==> config.mk <==
export PLATFORM = sky130hd
export DESIGN_NAME = cfgchain_loader
export DESIGN_NICKNAME = d
export VERILOG_FILES = /design/src/rtl/cfgchain_pkg.sv /design/src/rtl/cfgchain_shreg.sv /design/src/rtl/cfgchain_counter.sv /design/src/rtl/cfgchain_route.sv /design/src/rtl/cfgchain_loader.sv
export SDC_FILE = /design/constraint.sdc
export NUM_CORES = 1
export LEC_CHECK = 0
export ABC_AREA = 1
export ABC_CLOCK_PERIOD_IN_PS = 3300
export BUFFER_PORTS_ARGS = -buffer_cell sky130_fd_sc_hd__buf_2
export CAP_MARGIN = 20
export CORE_AREA = 5 5 112 61
export CTS_BUF_LIST = sky130_fd_sc_hd__clkbuf_8
export DETAILED_ROUTE_END_ITERATION = 16
export DIE_AREA = 0 0 117 66
export HOLD_SLACK_MARGIN = 0.08
export PLACE_DENSITY = 0.87
export SYNTH_ARGS = -nofsm -noshare
export SYNTH_HDL_FRONTEND = slang
export SYNTH_SLANG_ARGS = --single-unit
==> constraint.sdc <==
create_clock -name clk_i -period 3.3 [get_ports clk_i]
set_input_delay 0.33 -clock clk_i [delete_from_list [all_inputs] [get_ports clk_i]]
set_output_delay 0.33 -clock clk_i [all_outputs]
set_load 0.1 [all_outputs]
==> src/rtl/cfgchain_pkg.sv <==
package cfgchain_pkg;

  typedef enum logic {
    LD_FILL = 1'b0,
    LD_PASS = 1'b1
  } ld_state_e;

  function automatic int unsigned cnt_width(input int unsigned len);
    return (len < 2) ? 1 : $clog2(len);
  endfunction

endpackage

==> src/rtl/cfgchain_shreg.sv <==
module cfgchain_shreg #(
  parameter int unsigned LEN = 64
) (
  input  logic           clk_i,
  input  logic           rst_ni,
  input  logic           shift_i,
  input  logic           bit_i,
  input  logic           pass_i,
  output logic [LEN-1:0] q_o
);

  logic [LEN-1:0] q_d, q_q;

  always_comb begin
    q_d = q_q;
    if (shift_i) begin
      q_d = {q_q[LEN-2:0], bit_i};
    end
  end

  always_ff @(posedge clk_i or negedge rst_ni) begin
    if (!rst_ni) begin
      q_q <= '0;
    end else if (shift_i) begin
      q_q <= q_d;
    end
  end

  assign q_o = q_q;

  p_hold_idle_r3 : assert property (@(posedge clk_i) disable iff (!rst_ni)
    !shift_i |=> $stable(q_q));

  p_frozen_after_load_r9 : assert property (@(posedge clk_i) disable iff (!rst_ni)
    pass_i |=> $stable(q_q));

endmodule

==> src/rtl/cfgchain_counter.sv <==
module cfgchain_counter
  import cfgchain_pkg::*;
#(
  parameter int unsigned LEN = 64
) (
  input  logic clk_i,
  input  logic rst_ni,
  input  logic take_i,
  output logic pass_o
);

  localparam int unsigned CW = cnt_width(LEN);
  localparam logic [CW-1:0] LAST = CW'(LEN - 1);

  logic [CW-1:0] cnt_d, cnt_q;
  ld_state_e     st_d, st_q;
  logic          adv;

  assign adv = take_i && (st_q == LD_FILL);

  always_comb begin
    cnt_d = cnt_q;
    st_d  = st_q;
    if (adv) begin
      if (cnt_q == LAST) begin
        st_d  = LD_PASS;
        cnt_d = '0;
      end else begin
        cnt_d = cnt_q + 1'b1;
      end
    end
  end

  always_ff @(posedge clk_i or negedge rst_ni) begin
    if (!rst_ni) begin
      cnt_q <= '0;
      st_q  <= LD_FILL;
    end else if (adv) begin
      cnt_q <= cnt_d;
      st_q  <= st_d;
    end
  end

  assign pass_o = (st_q == LD_PASS);

  p_last_bit_completes_r5 : assert property (@(posedge clk_i) disable iff (!rst_ni)
    (take_i && !pass_o && cnt_q == LAST) |=> pass_o);

  p_count_idle_r3 : assert property (@(posedge clk_i) disable iff (!rst_ni)
    !take_i |=> ($stable(cnt_q) && $stable(st_q)));

  p_no_early_pass_r4 : assert property (@(posedge clk_i) disable iff (!rst_ni)
    (!pass_o && !(take_i && cnt_q == LAST)) |=> !pass_o);

  p_pass_sticky_r9 : assert property (@(posedge clk_i) disable iff (!rst_ni)
    pass_o |=> pass_o);

endmodule

==> src/rtl/cfgchain_route.sv <==
module cfgchain_route (
  input  logic pass_i,
  input  logic sdi_i,
  input  logic sen_ni,
  output logic sdo_o,
  output logic sen_no
);

  always_comb begin
    if (pass_i) begin
      sdo_o  = sdi_i;
      sen_no = sen_ni;
    end else begin
      sdo_o  = 1'b0;
      sen_no = 1'b1;
    end
  end

endmodule

==> src/rtl/cfgchain_loader.sv <==
module cfgchain_loader #(
  parameter int unsigned LEN = 64
) (
  input  logic           clk_i,
  input  logic           rst_ni,
  input  logic           sdi_i,
  input  logic           sen_ni,
  output logic           sdo_o,
  output logic           sen_no,
  output logic [LEN-1:0] cfg_o
);

  logic [1:0] rst_sync_q;
  logic       rst_s_n;
  logic       pass;
  logic       take;

  always_ff @(posedge clk_i or negedge rst_ni) begin
    if (!rst_ni) begin
      rst_sync_q <= 2'b00;
    end else begin
      rst_sync_q <= {rst_sync_q[0], 1'b1};
    end
  end

  assign rst_s_n = rst_sync_q[1];
  assign take    = !sen_ni;

  cfgchain_counter #(.LEN(LEN)) u_cnt (
    .clk_i  (clk_i),
    .rst_ni (rst_s_n),
    .take_i (take),
    .pass_o (pass)
  );

  cfgchain_shreg #(.LEN(LEN)) u_shreg (
    .clk_i   (clk_i),
    .rst_ni  (rst_s_n),
    .shift_i (take && !pass),
    .bit_i   (sdi_i),
    .pass_i  (pass),
    .q_o     (cfg_o)
  );

  cfgchain_route u_route (
    .pass_i (pass),
    .sdi_i  (sdi_i),
    .sen_ni (sen_ni),
    .sdo_o  (sdo_o),
    .sen_no (sen_no)
  );

  p_reset_quiet_r1 : assert property (@(posedge clk_i)
    !rst_s_n |-> (sen_no && !sdo_o));

endmodule

==> results.sh, run 1 <==
export IMPL_drv_slew=0
export IMPL_wl_um=5930
export IMPL_pin_count=70
export IMPL_antenna_found_initial=0
export IMPL_worstPathMaxFanout=36
export IMPL_max_vdd_ir_drop_mv=0.234
export IMPL_start_util=0.483
export IMPL_clk_latency_ns=0.34
export IMPL_routedWlPerCell_um=13.4
export IMPL_swShare=0.275
export IMPL_status="complete, no violations"
export IMPL_p_leak_nw=1.81
export IMPL_tightestPinTransition_ns=0.782
export IMPL_pwr_share_seq=0.491
export IMPL_crit_chain="nor2_4, buf_4, nand2_1, o21ai_0"
export IMPL_hpwl_um=4200
export IMPL_critPathArrivalTime_ns=1.96
export IMPL_dpl_cell_area_mm2=0.00317
export IMPL_reg2reg_slack_ns=1.59
export IMPL_gp_congestion=0.755
export IMPL_finalCritPeriodShare=0.520
export IMPL_grt_max_degree=41
export IMPL_critPathBufInv=1
export IMPL_layout_area_overhead_vs_synth_pct=21.5
export IMPL_cts_tree="built"
export IMPL_clockRootBuffer="clkbuf_8"
export IMPL_path_delay_family="simple AND/OR/NAND/NOR gates"
export IMPL_avgSynthCellArea_um2=9.69
export IMPL_finalHoldViolations=0
export IMPL_slowest_delay_ns=0.55
export IMPL_crit_end="u_shreg.q_o[26]"
export IMPL_p_comb_frac=0.113
export IMPL_slowest_stage="nor2_4"
export IMPL_synth_area_mm2=0.00280
export IMPL_dieHeight_um=66
export IMPL_slew_headroom=0.479
export IMPL_path_depth=4
export IMPL_post_route_min_period_ns=1.71
export IMPL_setup_viol_count_final=0
export IMPL_synth_cell_types=21
export IMPL_synth_nets=294
export IMPL_r2r_end="u_shreg.q_o[26]"
export IMPL_r2r_start="u_cnt.pass_o"
export IMPL_drc=0
export IMPL_worstSetupStartpointType="register"
export IMPL_clk_pin_slew_worst_paths_ns=0.07
export IMPL_cts_sinks=73
export IMPL_rsz0062_at_grt="false"
export IMPL_ant_nets=0
export IMPL_rows=20
export IMPL_drt_iter0_markers=186
export IMPL_clockBufferDepth=2
export IMPL_final_area_mm2=0.00340
export IMPL_die_area_mm2=0.00772
export IMPL_cts_setup_buffers=0
export IMPL_finalCoreUtilization=0.586
export IMPL_grt_pass1_wl_um=10100
export IMPL_ys_warn_count=0
export IMPL_powerDensity_mw_per_mm2=560
export IMPL_dr_pass1_iters=4
export IMPL_synth_seq_cells=73
export IMPL_synth_top_area_frac=0.652
export IMPL_grt_pass1_vias=2093
export IMPL_synthCells=289
export IMPL_finalClockSkew_ns=0.00979
export IMPL_synth_area_leaders="dfrtp_1 (65%), nand2_1 (11%), o21ai_0 (11%)"
export IMPL_pwr_share_clk=0.396
export IMPL_cp_startpoint="u_cnt.pass_o"
export IMPL_p_int_mw=1.38
export IMPL_cp_required_ns=3.55
export IMPL_grt_util_all_layers=0.170
export IMPL_hp_class="in -> reg"
export IMPL_max_cap_violations=0
export IMPL_h_tree_depth=3
export IMPL_fp_coreArea_mm2=0.00581
export IMPL_chipWidth_um=117
export IMPL_setup_tns_ns=0
export IMPL_rr_worst_depth=4
export IMPL_crit_path_end_kind="register"
export IMPL_grt_ovfl_total=0
export IMPL_p_switching_mw=0.523
export IMPL_viasPerCell=4.82
export IMPL_vias=2124
export IMPL_fmax_mhz=583
export IMPL_yosys_area_top_type="dfrtp_1"
export IMPL_portBuffers=69
export IMPL_crit_type="reg -> reg"
export IMPL_nets=364
export IMPL_drive_above_1_share=0.253
export IMPL_diodes=0
export IMPL_yosysSeqAreaShare=0.652
export IMPL_cts_made_buffers=9
[layout make-up]
| type | count | area, um^2 |
|---|---|---|
| clock buffers | 10 | 138 |
| fillers | 505 | 2400 |
| repair buffers | 73 | 378 |
| inverters | 39 | 146 |
| clock inverters | 6 | 83.8 |
| flip-flops and latches | 73 | 1830 |
| multi-input cells | 163 | 734 |
| well taps | 77 | 96.3 |
[kinds of logic after synthesis]
family | share of synthesized area
compound gates | 0.117
xor+xnor | 0.00625
fa+ha+maj | 0.00447
buf+inv | 0.0858
flops | 0.652
other cells | 0.00134
simple gates | 0.133
[cells in the mapped netlist]
cell type	count
nor2_2	1
xnor2_1	1
buf_6	3
conb_1	1
inv_1	38
a21oi_1	1
inv_2	1
xor2_1	1
nor2_4	1
nor2_1	3
nand3_1	5
buf_4	3
buf_2	6
a21oi_2	1
ha_1	1
o21ai_1	4
nand2_2	1
dfrtp_1	73
o21ai_0	59
nand2_1	83
clkbuf_1	2
[cells in the final DEF, fill, tap and decap left out]
cell type      synthesis  final
nand2_1               83     83
dfrtp_1               73     72
buf_2                  6     69
o21ai_0               59     59
inv_1                 38     40
clkbuf_8               0     10
nand3_1                5      5
o21ai_1                4      4
nor2_1                 3      3
buf_4                  3      3
bufinv_16              0      2
inv_2                  1      1
nand2_2                1      1
nor2_4                 1      1
xnor2_1                1      1
nor2_2                 1      1
a21oi_2                1      1
xor2_1                 1      1
a21oi_1                1      1
ha_1                   1      1
clkinvlp_4             0      1
clkinv_4               0      1
dlygate4sd3_1          0      1
conb_1                 1      1
dfrtp_2                0      1
[per-layer routing]
layer  routed length, um  track usage
met1                2810        0.242
met3                 544       0.0622
met4                  45       0.0486
met2                2530        0.246
met5                   0            0
[worst min-delay path by stage]
stage	start	slack, ns	cells past startpoint	endpoint
2_1_floorplan	rst_ni	0.03	0	rst_sync_q[0]
3_3_place_gp	rst_ni	0.12	1	rst_sync_q[0]
3_5_place_dp	rst_ni	0.12	1	rst_sync_q[0]
4_1_cts	sdi_i	0.23	3	u_shreg.q_o[0]
5_1_grt	sdi_i	0.25	3	u_shreg.q_o[0]
6_report	sdi_i	0.24	3	u_shreg.q_o[0]
[worst reg2reg max path, delay by kind of cell, from the launching register on]
family | cells | cell delay, ns
and+or+nand+nor | 2 | 0.66
buffers and inverters | 1 | 0.42
AOI/OAI and AO/OA | 1 | 0.10
DFF | 1 | 0.45
[per-stage QoR]
step | hold WS [ns] | std cells | power (mW) | setup WS [ns]
5_1_grt | 0.250 | 441 | 1.98 | 1.38
4_1_cts | 0.226 | 441 | 1.93 | 1.58
2_1_floorplan | 0.0344 | 289 | 1.13 | 1.12
6_report | 0.243 | 441 | 1.91 | 1.59
3_3_place_gp | 0.115 | 424 | 1.17 | 1.66
3_5_place_dp | 0.117 | 424 | 1.17 | 1.58
[power by group through the flow]
stage | Combinational (mW) | Clock, mW | Sequential [mW]
2_1_floorplan | 0.0284 | 0 | 1.10
3_3_place_gp | 0.214 | 0 | 0.952
3_5_place_dp | 0.216 | 0 | 0.953
4_1_cts | 0.218 | 0.773 | 0.936
5_1_grt | 0.226 | 0.815 | 0.940
6_report | 0.216 | 0.755 | 0.935
[state kept, by name, indices dropped and copies added (netlist names)]
register,count
u_shreg.q_o,64
u_cnt.cnt_q,6
rst_sync_q,2
u_cnt.pass_o,1
[what timing repair did]
action / in CTS / in global routing
gates resized for setup: 0 / 0
hold endpoints to repair: 2 / 0
setup endpoints to repair: 0 / 0
hold buffers: 1 / 0
Power figures use the tool's default switching activity.
==> run 2: changes to the inputs <==
ABC_CLOCK_PERIOD_IN_PS = 1650   (was 3300)
clock period = 1.65 ns   (was 3.3 ns; I/O delays follow)
==> run 2 against run 1 <==
  * Total power increased by 110%
  * Critical endpoint is now sdo_o
  * Worst setup slack got worse by 1.5 ns
  * Clock skew increased by 0.0045 ns
  * Critical path type is now reg -> out
  * Cell count is 1.1% higher
  * Largest power group unchanged
  * Worst hold slack lost 0.11 ns
==> results.sh, run 2 (synthesis results as in run 1) <==
export IMPL_status="complete, no violations"
export IMPL_worstPathMaxFanout=4
export IMPL_cts_repair_resized=0
export IMPL_clockBufferDepth=2
export IMPL_fp_coreArea_mm2=0.00581
export IMPL_final_common_cell="nand2_1"
export IMPL_rows=20
export IMPL_setup_viol_count_final=0
export IMPL_portBuffers=69
export IMPL_cp_required_ns=1.48
export IMPL_hold_buffers=2
export IMPL_p_comb_frac=0.113
export IMPL_vias=2134
export IMPL_ant_nets=0
export IMPL_drt_iter0_markers=214
export IMPL_clk_pin_slew_worst_paths_ns=0.07
export IMPL_cts_sinks=73
export IMPL_viasPerCell=4.78
export IMPL_p_leak_nw=1.85
export IMPL_nets=369
export IMPL_die_area_mm2=0.00772
export IMPL_wl_um=6060
export IMPL_finalClockSkew_ns=0.0143
export IMPL_finalCritPeriodShare=0.920
export IMPL_cts_made_buffers=9
export IMPL_grt_max_degree=44
export IMPL_max_vdd_ir_drop_mv=0.546
export IMPL_cts_tree="built"
export IMPL_swShare=0.266
export IMPL_grt_pass1_wl_um=10300
export IMPL_grt_ovfl_total=0
export IMPL_diodes=0
export IMPL_r2r_end="u_cnt.cnt_q[5]"
export IMPL_grt_pass1_vias=2128
export IMPL_chipWidth_um=117
export IMPL_clk_latency_ns=0.34
export IMPL_grt_util_all_layers=0.174
export IMPL_rsz0062_at_grt="false"
export IMPL_routedWlPerCell_um=13.6
export IMPL_final_cell_mix="nand2_1 (83), dfrtp_1 (72), buf_2 (69), o21ai_0 (59), inv_1 (39)"
export IMPL_totalPowerFinal_mw=3.98
export IMPL_dieHeight_um=66
export IMPL_largest_register_ff_count=64
export IMPL_r2r_start="u_cnt.pass_o"
export IMPL_finalHoldViolations=0
export IMPL_worstSetupStartpointType="register"
export IMPL_slew_headroom=0.640
export IMPL_start_util=0.483
export IMPL_max_cap_violations=0
export IMPL_antenna_found_initial=0
export IMPL_powerDensity_mw_per_mm2=1150
export IMPL_fillers=511
export IMPL_pwr_share_seq=0.466
export IMPL_hp_class="in -> async"
export IMPL_critPathArrivalTime_ns=1.35
export IMPL_tightestPinTransition_ns=0.541
export IMPL_crit_path_end_kind="primary output"
export IMPL_final_area_mm2=0.00347
export IMPL_dpl_cell_area_mm2=0.00320
export IMPL_cts_setup_buffers=0
export IMPL_crit_type="reg -> out"
export IMPL_reg2reg_slack_ns=0.33
export IMPL_drive_above_1_share=0.263
export IMPL_p_switching_mw=1.06
export IMPL_drc=0
export IMPL_fmax_mhz=658
export IMPL_pwr_share_clk=0.421
export IMPL_clockRootBuffer="clkbuf_8"
export IMPL_hpwl_um=4320
export IMPL_setup_tns_ns=0
export IMPL_post_route_min_period_ns=1.52
export IMPL_gp_congestion=0.787
export IMPL_pin_count=70
export IMPL_p_int_mw=2.92
export IMPL_whs_ns=0.137
export IMPL_h_tree_depth=3
export IMPL_dr_pass1_iters=4
export IMPL_layout_area_overhead_vs_synth_pct=23.8
export IMPL_drv_slew=0
export IMPL_rr_worst_depth=5
[run 2: changes by cell type in the layout (fill, tap and decap cells not counted)]
| cell | before | now |
|---|---|---|
| buf_4 | 3 | 7 |
| bufinv_16 | 2 | 3 |
| clkinv_2 | 0 | 1 |
| clkinv_4 | 1 | 0 |
| dlygate4sd3_1 | 1 | 2 |
| inv_1 | 40 | 39 |
[run 2: worst max-delay path: stages (launching register included)]
cell and delay (ns):
dfrtp_1 0.46, nand2_1 0.09, inv_1 0.06, buf_2 0.41
[run 2: layout make-up]
type / instances / area (um^2) / share of cell area
clock buffers: 10 / 138 / 0.0397
inverters: 39 / 146 / 0.0422
clock inverters: 6 / 106 / 0.0307
repair buffers: 78 / 418 / 0.121
multi-input cells: 163 / 734 / 0.212
flip-flops and latches: 73 / 1830 / 0.527
well taps: 77 / 96.3 / 0.0278
[run 2: power groups by stage]
stage | sequential (mW) | combinational, mW | clock [mW]
floorplan | 2.20 | 0.0568 | 0
global placement | 1.89 | 0.445 | 0
detailed placement | 1.89 | 0.451 | 0
CTS | 1.85 | 0.455 | 1.72
global route | 1.86 | 0.475 | 1.80
finish | 1.85 | 0.449 | 1.68
[run 2: layer usage]
layer / vias up / share of wire / global-route usage
met2: 74 / 0.46 / 0.263
met4: 0 / 0.0045 / 0.0386
met3: 4 / 0.081 / 0.0640
li1: 1041 / - / -
met1: 1015 / 0.46 / 0.240
met5: - / 0 / 0
[run 2: worst max path at each step]
stage / from / endpoint / slack [ns] / cells after the start
3_5_place_dp: u_cnt.pass_o / u_cnt.cnt_q[5] / 0.30 / 5
6_report: u_cnt.pass_o / sdo_o / 0.13 / 3
2_1_floorplan: u_shreg.q_o[0] / u_shreg.q_o[0] / 0.39 / 2
5_1_grt: u_cnt.pass_o / sdo_o / 0.02 / 3
4_1_cts: u_cnt.pass_o / sdo_o / 0.09 / 3
3_3_place_gp: u_cnt.pass_o / u_cnt.cnt_q[5] / 0.40 / 6
[run 2: per-stage QoR]
step | utilization | std cells | setup slack (ns)
after global routing | 0.597 | 446 | 0.0227
after global placement | 0.552 | 428 | 0.402
after floorplan | - | 289 | 0.387
after detailed placement | 0.552 | 428 | 0.299
after CTS | 0.597 | 446 | 0.0856
final | 0.597 | 446 | 0.131
==> run 3: changes to the inputs <==
ABC_AREA = unset   (was 1)
==> run 3 against run 2 <==
  * Global-route usage shrank 2.5 points
  * Synthesized cell count shrank 40%
  * Cell count shrank 26%
  * Largest cell class unchanged
==> results.sh, run 3 <==
export IMPL_die_area_mm2=0.00772
export IMPL_crit_type="reg -> out"
export IMPL_post_route_min_period_ns=1.53
export IMPL_synth_compound_area_frac=0.0179
export IMPL_path_delay_family="flip-flops"
export IMPL_setup_tns_ns=0
export IMPL_portBuffers=69
export IMPL_critPathBufInv=1
export IMPL_yosys_area_share_simple=0.0273
export IMPL_vias=1673
export IMPL_synth_edf_count=0
export IMPL_grt_pass1_wl_um=8490
export IMPL_clk_pin_slew_worst_paths_ns=0.08
export IMPL_largest_register_ff_count=64
export IMPL_yosys_area_top_type="dfrtp_1"
export IMPL_start_util=0.482
export IMPL_finalClockSkew_ns=0.0113
export IMPL_hpwl_um=3610
export IMPL_pin_count=70
export IMPL_ant_nets=0
export IMPL_fp_coreArea_mm2=0.00581
export IMPL_setup_viol_count_final=0
export IMPL_finalHoldViolations=0
export IMPL_grt_ovfl_total=0
export IMPL_status="complete, no violations"
export IMPL_clk_latency_ns=0.34
export IMPL_whs_ns=0.153
export IMPL_wl_met3_um=539
export IMPL_grt_util_all_layers=0.149
export IMPL_antenna_found_initial=0
export IMPL_cp_required_ns=1.48
export IMPL_drive_above_1_share=0.608
export IMPL_synth_top_area_frac=0.653
export IMPL_final_common_cell="dfrtp_1"
export IMPL_critPathArrivalTime_ns=1.37
export IMPL_rsz0062_at_grt="false"
export IMPL_synth_main_ff_cell="dfrtp_1"
export IMPL_drt_iter0_markers=89
export IMPL_synth_xor_area_frac=0.00626
export IMPL_clockBufferDepth=2
export IMPL_finalCritPeriodShare=0.929
export IMPL_synth_area_leaders="dfrtp_1 (65%), mux2_2 (26%), buf_6 (2.0%)"
export IMPL_wl_met2_um=2190
export IMPL_final_cell_mix="dfrtp_1 (72), buf_2 (69), mux2_2 (65), clkbuf_8 (12)"
export IMPL_diodes=0
export IMPL_ys_warn_count=0
export IMPL_dp_cells=314
export IMPL_drv_slew=0
export IMPL_cts_tree="built"
export IMPL_avgSynthCellArea_um2=16.3
export IMPL_cts_sinks=73
export IMPL_wl_um=5220
export IMPL_crit_chain="or2b_1, buf_2"
export IMPL_top_layer_used="met4"
export IMPL_yosysSeqAreaShare=0.653
export IMPL_synth_top_family_by_area="multiplexers"
export IMPL_synthCells=172
export IMPL_crit_path_end_kind="primary output"
export IMPL_layout_area_overhead_vs_synth_pct=23.1
export IMPL_fin_cells=332
export IMPL_dieHeight_um=66
export IMPL_slowest_delay_ns=0.44
export IMPL_synth_nets=177
export IMPL_hp_class="in -> async"
export IMPL_dr_pass1_iters=4
export IMPL_async_flop_share=1.00
export IMPL_cts_setup_buffers=0
export IMPL_slowest_stage="dfrtp_1"
export IMPL_synth_commonest_cells="dfrtp_1 (73), mux2_2 (65), buf_6 (5), nand2_1 (3), o21ai_0 (3)"
export IMPL_synth_most_common_cell="dfrtp_1"
export IMPL_max_cap_violations=0
export IMPL_clockRootBuffer="clkbuf_8"
export IMPL_h_tree_depth=3
export IMPL_fmax_mhz=653
export IMPL_grt_max_degree=44
export IMPL_cts_made_buffers=9
export IMPL_worstPathMaxFanout=6
export IMPL_worstSetupStartpointType="register"
export IMPL_synth_area_mm2=0.00280
export IMPL_routedWlPerCell_um=15.7
export IMPL_met1Wirelength_um=2450
export IMPL_synth_fa_ha_area_frac=0.00447
export IMPL_synth_mux_area_frac=0.262
export IMPL_synth_seq_cells=73
export IMPL_drc=0
export IMPL_viasPerCell=5.04
export IMPL_chipWidth_um=117
export IMPL_rows=20
export IMPL_grt_pass1_vias=1694
export IMPL_synth_cell_types=25
export IMPL_nets=255
export IMPL_gp_congestion=0.791
## run 3: cell count changes in the layout (fill, tap and decap cells not counted), moves of 3 or more
cell     previous run  this run
buf_4               7         3
inv_1              39         3
mux2_2              0        65
nand2_1            83         3
nand3_1             5         2
nor2_1              3         0
o21ai_0            59         3
o21ai_1             4         0
## run 3: final timing paths
path	from	end	slack [ns]	cells after the start
setup / recovery	u_cnt.pass_o	sen_no	0.12	2
hold / removal	rst_ni	rst_sync_q[1]	0.15	2
setup reg to reg	u_cnt.pass_o	u_shreg.q_o[2]	0.25	3
hold reg to reg	rst_sync_q[1]	u_cnt.cnt_q[0]	0.30	1
max in group asynchronous	rst_sync_q[1]	u_shreg.q_o[17]	0.98	1
min in group clk_i	sen_ni	u_cnt.cnt_q[5]	0.27	3
## run 3: kinds of logic (layout without fill, tap and decap cells)
| group | count (synthesis) | after routing |
|---|---|---|
| fa+ha+maj | 1 | 1 |
| compound gates | 8 | 8 |
| simple gates | 13 | 13 |
| flops | 73 | 73 |
| buf+inv | 9 | 92 |
| xor+xnor | 2 | 2 |
| other cells | 1 | 1 |
| mux | 65 | 65 |
## run 3: final cells by class
type                    instances  area (um^2)
clock inverters                 4         42.5
flip-flops and latches         73         1830
multi-input cells              90          900
repair buffers                 75          408
well taps                      77         96.3
inverters                       1         3.75
clock buffers                  12          165
fillers                       474         2360
## run 3: per-stage QoR
stage,cell area [um^2],utilization,setup WS [ns]
detailed placement,3220,0.554,0.247
global placement,3220,0.554,0.313
finish,3440,0.593,0.117
global route,3440,0.593,0.0315
floorplan,2800,-,0.355
CTS,3440,0.593,0.0829
## run 3: routing by layer
layer | track usage | up-vias
li1 | - | 770
met1 | 0.200 | 837
met2 | 0.197 | 63
met3 | 0.0823 | 3
met4 | 0.0601 | 0
met5 | 0 | -
## run 3: repair_timing
action / 4_1_cts / 5_1_grt
hold endpoints to repair: 3 / 0
resized for setup: 0 / 0
hold buffers: 2 / 0
Power of run 3 is not shown: default switching activity piles up to over one toggle a cycle in this logic, so the estimate is an artifact.
